--- config.mk ---
export PLATFORM = sky130hd
export DESIGN_NAME = spec_branch_tagger
export DESIGN_NICKNAME = d
export VERILOG_FILES = /design/src/rtl/sbt_pkg.sv /design/src/rtl/sbt_slot_table.sv /design/src/rtl/sbt_queue_tags.sv /design/src/rtl/sbt_redirect_reg.sv /design/src/rtl/spec_branch_tagger.sv
export SDC_FILE = /design/constraint.sdc
export NUM_CORES = 1
export LEC_CHECK = 0
export BUFFER_PORTS_ARGS = -buffer_cell sky130_fd_sc_hd__buf_2
export CORE_MARGIN = 5
export CORE_UTILIZATION = 59
export CTS_CLUSTER_DIAMETER = 200
export DETAILED_ROUTE_END_ITERATION = 8
export PLACE_DENSITY = 0.8
export SYNTH_ARGS = -nofsm -noshare
export SYNTH_HDL_FRONTEND = slang
export SYNTH_HIERARCHICAL = 1
export SYNTH_SLANG_ARGS = --single-unit
--- constraint.sdc ---
create_clock -name clk -period 3.25 [get_ports clk]
set_input_delay 0.4875 -clock clk [delete_from_list [all_inputs] [get_ports clk]]
set_output_delay 0.4875 -clock clk [all_outputs]
set_load 0.02 [all_outputs]
--- src/rtl/sbt_pkg.sv ---
package sbt_pkg;

  // Index of the lowest clear bit among the first n bits of m (0 when none).
  function automatic int lowest_clear(input logic [31:0] m, input int n);
    int r;
    r = 0;
    for (int i = n - 1; i >= 0; i--) begin
      if (!m[i]) r = i;
    end
    return r;
  endfunction

  // One-hot mask of width up to 32 for index k.
  function automatic logic [31:0] bit_at(input int k);
    logic [31:0] m;
    m = '0;
    m[k] = 1'b1;
    return m;
  endfunction

endpackage

--- src/rtl/sbt_slot_table.sv ---
module sbt_slot_table #(
  parameter int NB = 4,
  parameter int AW = 16,
  localparam int TW = (NB > 1) ? $clog2(NB) : 1
) (
  input  logic          clk,
  input  logic          rst_n,
  input  logic          alloc_en,
  input  logic [TW-1:0] alloc_tag,
  input  logic          alloc_pred,
  input  logic [AW-1:0] alloc_alt,
  input  logic          res_valid,
  input  logic [TW-1:0] res_tag,
  input  logic          res_taken,
  output logic [NB-1:0] busy,
  output logic [NB-1:0] kill_mask,
  output logic [NB-1:0] done_mask,
  output logic          hit,
  output logic          miss,
  output logic [AW-1:0] alt_sel
);
  import sbt_pkg::*;

  logic [NB-1:0] valid_q;
  logic [NB-1:0] pred_q;
  logic [AW-1:0] alt_q   [NB];
  logic [NB-1:0] older_q [NB];   // older_q[j][i]: slot i was live when j was taken
  logic [NB-1:0] younger;
  logic [NB-1:0] sel_hot;
  logic [NB-1:0] release_m;

  assign busy    = valid_q;
  assign sel_hot = NB'(bit_at(int'(res_tag)));
  assign hit     = res_valid && valid_q[res_tag];
  assign miss    = hit && (res_taken != pred_q[res_tag]);
  assign alt_sel = alt_q[res_tag];

  always_comb begin
    for (int j = 0; j < NB; j++) begin
      younger[j] = valid_q[j] && older_q[j][res_tag];
    end
    kill_mask = miss ? (younger | sel_hot) : '0;
    done_mask = (hit && !miss) ? sel_hot : '0;
    release_m = kill_mask | done_mask;
  end

  always_ff @(posedge clk) begin
    if (!rst_n) begin
      valid_q <= '0;
      pred_q  <= '0;
      for (int i = 0; i < NB; i++) begin
        alt_q[i]   <= '0;
        older_q[i] <= '0;
      end
    end else begin
      for (int i = 0; i < NB; i++) begin
        older_q[i] <= older_q[i] & ~release_m;
        if (release_m[i]) valid_q[i] <= 1'b0;
        if (alloc_en && (alloc_tag == TW'(i))) begin
          valid_q[i] <= 1'b1;
          pred_q[i]  <= alloc_pred;
          alt_q[i]   <= alloc_alt;
          older_q[i] <= valid_q & ~release_m;
        end
      end
    end
  end

endmodule

--- src/rtl/sbt_queue_tags.sv ---
module sbt_queue_tags #(
  parameter int NQ = 8,
  parameter int NB = 4,
  localparam int QW = (NQ > 1) ? $clog2(NQ) : 1
) (
  input  logic          clk,
  input  logic          rst_n,
  input  logic          wr_valid,
  input  logic [QW-1:0] wr_idx,
  input  logic [NB-1:0] live_set,
  input  logic [NB-1:0] kill_mask,
  input  logic [NB-1:0] done_mask,
  output logic [NQ-1:0] flush
);

  for (genvar q = 0; q < NQ; q++) begin : g_q
    logic [NB-1:0] tag_q;
    logic [NB-1:0] tag_pre;

    assign tag_pre  = tag_q | ((wr_valid && (wr_idx == QW'(q))) ? live_set : '0);
    assign flush[q] = |(tag_pre & kill_mask);

    always_ff @(posedge clk) begin
      if (!rst_n)        tag_q <= '0;
      else if (flush[q]) tag_q <= '0;
      else               tag_q <= tag_pre & ~done_mask & ~kill_mask;
    end
  end

endmodule

--- src/rtl/sbt_redirect_reg.sv ---
module sbt_redirect_reg #(
  parameter int NQ = 8,
  parameter int AW = 16
) (
  input  logic          clk,
  input  logic          rst_n,
  input  logic          miss,
  input  logic [NQ-1:0] flush_in,
  input  logic [AW-1:0] alt_in,
  output logic [NQ-1:0] flush_mask,
  output logic          redir_valid,
  output logic [AW-1:0] redir_addr
);

  always_ff @(posedge clk) begin
    if (!rst_n) begin
      flush_mask  <= '0;
      redir_valid <= 1'b0;
      redir_addr  <= '0;
    end else begin
      flush_mask  <= miss ? flush_in : '0;
      redir_valid <= miss;
      redir_addr  <= miss ? alt_in : '0;
    end
  end

endmodule

--- src/rtl/spec_branch_tagger.sv ---
module spec_branch_tagger #(
  parameter int NB = 4,
  parameter int NQ = 8,
  parameter int AW = 16,
  localparam int TW = (NB > 1) ? $clog2(NB) : 1,
  localparam int QW = (NQ > 1) ? $clog2(NQ) : 1
) (
  input  logic          clk,
  input  logic          rst_n,
  input  logic          br_dec_valid,
  input  logic          br_dec_pred,
  input  logic [AW-1:0] br_dec_alt,
  output logic [TW-1:0] br_tag,
  output logic          br_stall,
  input  logic          q_wr_valid,
  input  logic [QW-1:0] q_wr_idx,
  input  logic          res_valid,
  input  logic [TW-1:0] res_tag,
  input  logic          res_taken,
  output logic [NQ-1:0] flush_mask,
  output logic          redir_valid,
  output logic [AW-1:0] redir_addr
);
  import sbt_pkg::*;

  logic [NB-1:0] busy;
  logic [NB-1:0] kill_mask;
  logic [NB-1:0] done_mask;
  logic [NQ-1:0] flush_now;
  logic [AW-1:0] alt_sel;
  logic          table_full;
  // named internal events
  logic          ev_alloc;
  logic          ev_hit;
  logic          ev_miss;

  assign table_full = &busy;
  assign br_tag     = TW'(lowest_clear(32'(busy), NB));
  assign br_stall   = res_valid || table_full;
  assign ev_alloc   = br_dec_valid && !br_stall;

  sbt_slot_table #(.NB(NB), .AW(AW)) u_slots (
    .clk       (clk),
    .rst_n     (rst_n),
    .alloc_en  (ev_alloc),
    .alloc_tag (br_tag),
    .alloc_pred(br_dec_pred),
    .alloc_alt (br_dec_alt),
    .res_valid (res_valid),
    .res_tag   (res_tag),
    .res_taken (res_taken),
    .busy      (busy),
    .kill_mask (kill_mask),
    .done_mask (done_mask),
    .hit       (ev_hit),
    .miss      (ev_miss),
    .alt_sel   (alt_sel)
  );

  sbt_queue_tags #(.NQ(NQ), .NB(NB)) u_tags (
    .clk      (clk),
    .rst_n    (rst_n),
    .wr_valid (q_wr_valid),
    .wr_idx   (q_wr_idx),
    .live_set (busy),
    .kill_mask(kill_mask),
    .done_mask(done_mask),
    .flush    (flush_now)
  );

  sbt_redirect_reg #(.NQ(NQ), .AW(AW)) u_out (
    .clk        (clk),
    .rst_n      (rst_n),
    .miss       (ev_miss),
    .flush_in   (flush_now),
    .alt_in     (alt_sel),
    .flush_mask (flush_mask),
    .redir_valid(redir_valid),
    .redir_addr (redir_addr)
  );

endmodule

# Word level (Yosys, flattened, before mapping)
# Memories as Yosys holds them, arrays and structs flattened. A register that Yosys moved wholly into a read port is not among the register bits.
# Index checks and enable logic that the tools add are counted.
# totals
memories	2
input_bits	28
mem_bits_ro	0
latchBits	0
ramBits	80
output_inout_bits	28
regBits	49
wordCells	200
# mem_list
name	depth	width	rd	rd_clocked_by_memory_dff	wr	line	text
u_slots.alt_q	4	16	1	1	4	sbt_slot_table.sv:26	logic [AW-1:0] alt_q [NB];
u_slots.older_q	4	4	4	0	4	sbt_slot_table.sv:27	logic [NB-1:0] older_q [NB];
# op_classes
n_reduce_logical	49
n_div	0
mux	62
n_mul	0
n_addsub	0
bitwise_logic	55
shift	0
n_eq_ne	11
n_lt_le_gt_ge	3
# op_table
cell	count
$and A4 B4 Y4	29
$mux W4	18
$mux W16	4
$or A4 B4 Y4	10
$reduce_or A5 Y1	8
$reduce_or A4 Y1	8
$mux W1	29
$logic_and A1 B1 Y1	21
$bmux W1 S2	6
$eq A3 B3 Y1 const B	4
$not A4 Y4	3
$or A1 B1 Y1	12
$mux W2	4
$reduce_bool A2 Y1	4
$eq A3 B2 Y1 const B	2
$lt A2 B6 Y1 const B	1
$eq A2 B2 Y1 const B	2
$reduce_and A4 Y1	1
$eq A3 B1 Y1 const B	1
$logic_not A1 Y1	3
$logic_not A3 Y1	1
$lt A2 B3 Y1 const B	1
$demux W1 S2	1
$eq A2 B1 Y1 const B	1
other kinds (6)	6

# Depth between registers and ports, before layout
# depth
word_depth	12
mapped_depth	12
depth_no_buf	8

# Hierarchy
# The synthesis kept the hierarchy.
# by_module_without_submodules
mod	seq_area_each_um2	cells_per_inst	instances	area_each_um2
sbt_slot_table	2412.3	312	1	4216.5
sbt_queue_tags	640.6	172	1	1574.0
sbt_redirect_reg	500.5	54	1	696.9
spec_branch_tagger	0.0	7	1	42.5

# Worst setup path after synthesis
# Ideal clock, no wire load.
# synth_path
path_type	input -> register
from	input port res_tag[1]
to	register u_out.flush_mask[4]
t_arrival_ns	2.944
path_buffers	2
path_stages	10
path_slack_ns	0.246
path_cell_list	buf_6 -> mux2i_1 -> mux2_4 -> or2_4 -> nor3_2 -> clkbuf_1 -> a222oi_1 -> nor4_1 -> or2_2 -> and3_1
# synth_between
elab_chain_cells	8
elab_cells_between_ends	29
cone_classes	order compare (2); eq/ne (1); mux (15); bitwise (2); reduce/logical (9)
# synth_rtl
element	line	text
from (decl)	spec_branch_tagger.sv:18	input logic [TW-1:0] res_tag,
$lt A2 B6 Y1 (not written as such) or $ge A2 B1 Y1 (tied branches)	sbt_pkg.sv:17	m[k] = 1'b1;
$logic_and A1 B1 Y1 (not written as such)	sbt_pkg.sv:17	
$mux W1 (not written as such)	sbt_pkg.sv:17	
$demux W1 S2	-	
$or A4 B4 Y4	sbt_slot_table.sv:42	kill_mask = miss ? (younger | sel_hot) : '0;
$mux W4 (*)	sbt_slot_table.sv:42	
net kill_mask[3]	spec_branch_tagger.sv:27	logic [NB-1:0] kill_mask;
$and A4 B4 Y4 (*)	sbt_queue_tags.sv:21	assign flush[q] = |(tag_pre & kill_mask);
$reduce_or A4 Y1 (*)	sbt_queue_tags.sv:21	
net flush_now[4]	spec_branch_tagger.sv:29	logic [NQ-1:0] flush_now;
to (signal assigned)	sbt_redirect_reg.sv:21	flush_mask <= miss ? flush_in : '0;
to (decl)	sbt_redirect_reg.sv:10	output logic [NQ-1:0] flush_mask,
# Mark *: on every way through the listed nets, which the timed path passes. The rest lies on a longest branch. The select of a mux whose other input is x is not followed.
# A chain may end at the register's enable or synchronous reset.

# Worst setup path in the final report
# layout_path
from	register u_slots.pred_q[2]
to	register u_out.flush_mask[4]
# layout_between
elab_chain_cells	7
elab_cells_between_ends	8
cone_classes	eq/ne (1); mux (3); bitwise (1); reduce/logical (3)
# layout_rtl
element	line	text
from (decl)	sbt_slot_table.sv:25	logic [NB-1:0] pred_q;
from (signal, indexed assignment)	sbt_slot_table.sv:61	pred_q[i] <= alloc_pred;
$bmux W1 S2	sbt_slot_table.sv:35	assign miss = hit && (res_taken != pred_q[res_tag]);
$mux W1 (not written as such)	sbt_slot_table.sv:35	
$ne A1 B1 Y1	sbt_slot_table.sv:35	
$logic_and A1 B1 Y1	sbt_slot_table.sv:35	
$mux W4	sbt_slot_table.sv:42	
net kill_mask[1]	spec_branch_tagger.sv:27	
$and A4 B4 Y4	sbt_queue_tags.sv:21	
$reduce_or A4 Y1	sbt_queue_tags.sv:21	
net flush_now[4]	spec_branch_tagger.sv:29	
# The timed path passes the listed nets, and every way through them passes these cells. The select of a mux whose other input is x is not followed.

==> flow_metrics.env <==
export IMPL_area_delta_synth_final_pct=17.68
export IMPL_wl_met3_mm=1.500
export IMPL_leakagePower_nw=3.053
export IMPL_finalNetCount=653
export IMPL_syn_area_um2=6526
export IMPL_drc=0
export IMPL_cts_buffer_depth=2
export IMPL_via_per_inst=6.296
export IMPL_pwr_share_clk_pct=43.1
export IMPL_grt_pass1_wl_mm=26.44
export IMPL_wl_met1_mm=6.517
export IMPL_cap_violations=0
export IMPL_fin_crit_sh_pct=87.98
export IMPL_die_area_um2=13270
export IMPL_fin_skew_ps=6.137
export IMPL_fin_tns_setup_ps=0
export IMPL_start_kind="flop"
export IMPL_grt_max_degree=25
export IMPL_final_common_cell="edfxtp_1"
export IMPL_n_antenna_cell=0
export IMPL_cp_required_ps=3720
export IMPL_antenna_found_initial=0
export IMPL_peakVddDrop_mv=0.3964
export IMPL_coreArea_um2=10840
export IMPL_dr_max_layer_used="met4"
export IMPL_fmax_mhz=349.7
export IMPL_synthCells=544
export IMPL_fp_row_count=38
export IMPL_htree_levels=4
export IMPL_vias=4898
export IMPL_io_buffers=55
export IMPL_setup_viol=0
export IMPL_gp_congestion=0.9597
export IMPL_crit_buf_inv=1
export IMPL_post_cts_resized=0
export IMPL_power_per_cell_area_nw_per_um2=558.0
export IMPL_switchingPower_mw=1.067
export IMPL_postCtsSetupBuffers=0
export IMPL_dr_wl_met2_mm=8.052
export IMPL_drtIter0Drc=657
export IMPL_max_stage_delay_ps=640
export IMPL_slew_violations=0
export IMPL_io_pins=56
export IMPL_relSlewSlack_pct=40.37
export IMPL_crit_fanout=9
export IMPL_dp_hpwl_mm=10.72
export IMPL_post_route_cells_drive_above_1_share_pct=28.21
export IMPL_crit_chain="mux2i_1, mux2_4, or2_4, nor3_2, a222oi_1, buf_4, nor4_1, or2_2, and3_1"
export IMPL_cp_arrival_ps=3330
export IMPL_track_usage_pct=26.28
export IMPL_cts_tree="done"
export IMPL_grt_overflow=0
export IMPL_cts_root_buf="clkbuf_8"
export IMPL_final_cell_mix="edfxtp_1 (73), and2_1 (69), dfxtp_1 (68)"
export IMPL_grt_pass1_vias=4975
export IMPL_min_path_type="in2reg"
export IMPL_min_delay_start="br_dec_pred"
export IMPL_start_util_pct=60.20
export IMPL_end_kind="flop"
export IMPL_drt_pass1_iter_count=5
export IMPL_cts_sinks=141
export IMPL_synth_warnings=6
export IMPL_synth_avg_cell_area_um2=12.00
export IMPL_postRouteAntennaNets=0
export IMPL_clk_latency_ps=530
export IMPL_rsz0062_at_grt="no"
export IMPL_combinationalPowerShare_pct=10.1
export IMPL_cts_buffers=17
export IMPL_post_route_min_period_ps=2859
export IMPL_wl_per_cell_um=21.09
export IMPL_r2r_start="u_slots/pred_q[2]"
export IMPL_fp_dieH_um=115.2
export IMPL_swShare_pct=24.89
export IMPL_p_seq_share_pct=46.8
export IMPL_clk_pin_slew_ps=60
export IMPL_status="finished clean"
export IMPL_drt_total_wl_mm=16.41
export IMPL_crit_start="u_slots/pred_q[2]"
export IMPL_crit_type="reg2reg"
export IMPL_cp_top_family="simple AND/OR/NAND/NOR gates"
export IMPL_p_int_mw=3.219
export IMPL_ctsHoldBuffers=0
export IMPL_utilization_pct=70.84
export IMPL_tightest_slew_ps=891.2
export IMPL_slowest_stage="nor4_1"
export IMPL_final_hold_violation_count=0
export IMPL_die_w_um=115.2
export IMPL_r2r_setup_slack_ps=390
state kept, by name, indices dropped and copies added, names as in the netlist:
signal             count
u_slots/alt_q         64
u_tags/g_q.tag_q      32
u_out/redir_addr      16
u_slots/older_q       12
u_out/flush_mask       8
u_slots/busy           4
u_slots/pred_q         4
u_out/redir_valid      1
power groups by stage:
stage / logic [mW] / clock network, mW / registers [mW]
3_3_place_gp: 0.411 / 0 / 2.03
2_1_floorplan: 0.273 / 0 / 2.03
6_report: 0.434 / 1.85 / 2.00
4_1_cts: 0.429 / 1.88 / 2.00
5_1_grt: 0.468 / 1.96 / 2.01
3_5_place_dp: 0.422 / 0 / 2.04
worst register-to-register path: cells and delay by family, from the launching register on:
family                 cells  cell delay, ps
AO/OA/AOI/OAI              1             130
buffers and inverters      1             190
flip-flops                 1             340
multiplexers               2             670
AND/OR/NAND/NOR            5            1480
per-layer routing:
| metal | vias up | GRT usage, % |
|---|---|---|
| met5 | - | 0 |
| met4 | 0 | 10.80 |
| met3 | 41 | 5.421 |
| met2 | 271 | 43.13 |
| met1 | 2333 | 34.18 |
| li1 | 2253 | - |
area by class of cell:
cell class                      instances  area, um2
Clock inverter                         15      161.4
Tap cell                              140      175.2
Timing Repair Buffer                   95      575.6
Fill cell                             762       3161
Multi-Input combinational cell        361       2766
Clock buffer                           17      414.1
Inverter                                9      33.78
Sequential cell                       141       3553
worst paths after layout:
check / depth (start not counted) / endpoint
setup / recovery: 9 / u_out/flush_mask[4]
hold / removal: 2 / u_slots/pred_q[1]
setup reg to reg: 9 / u_out/flush_mask[4]
hold reg to reg: 2 / u_tags/g_q[5].tag_q[1]
through the flow:
stage / power, mW / hold slack (ps) / worst slack [ps] / cells / instance area, um2
6_report: 4.285 / 239.7 / 390.6 / 778 / 7680
5_1_grt: 4.438 / 238.5 / 212.7 / 778 / 7680
4_1_cts: 4.311 / 223.6 / 444.8 / 778 / 7680
3_5_place_dp: 2.463 / 504.6 / 165.3 / 746 / 7104
3_3_place_gp: 2.445 / 497.9 / 285.6 / 746 / 7104
2_1_floorplan: 2.298 / 486.1 / 246.4 / 552 / 6556
(Power assumes the default switching activity.)
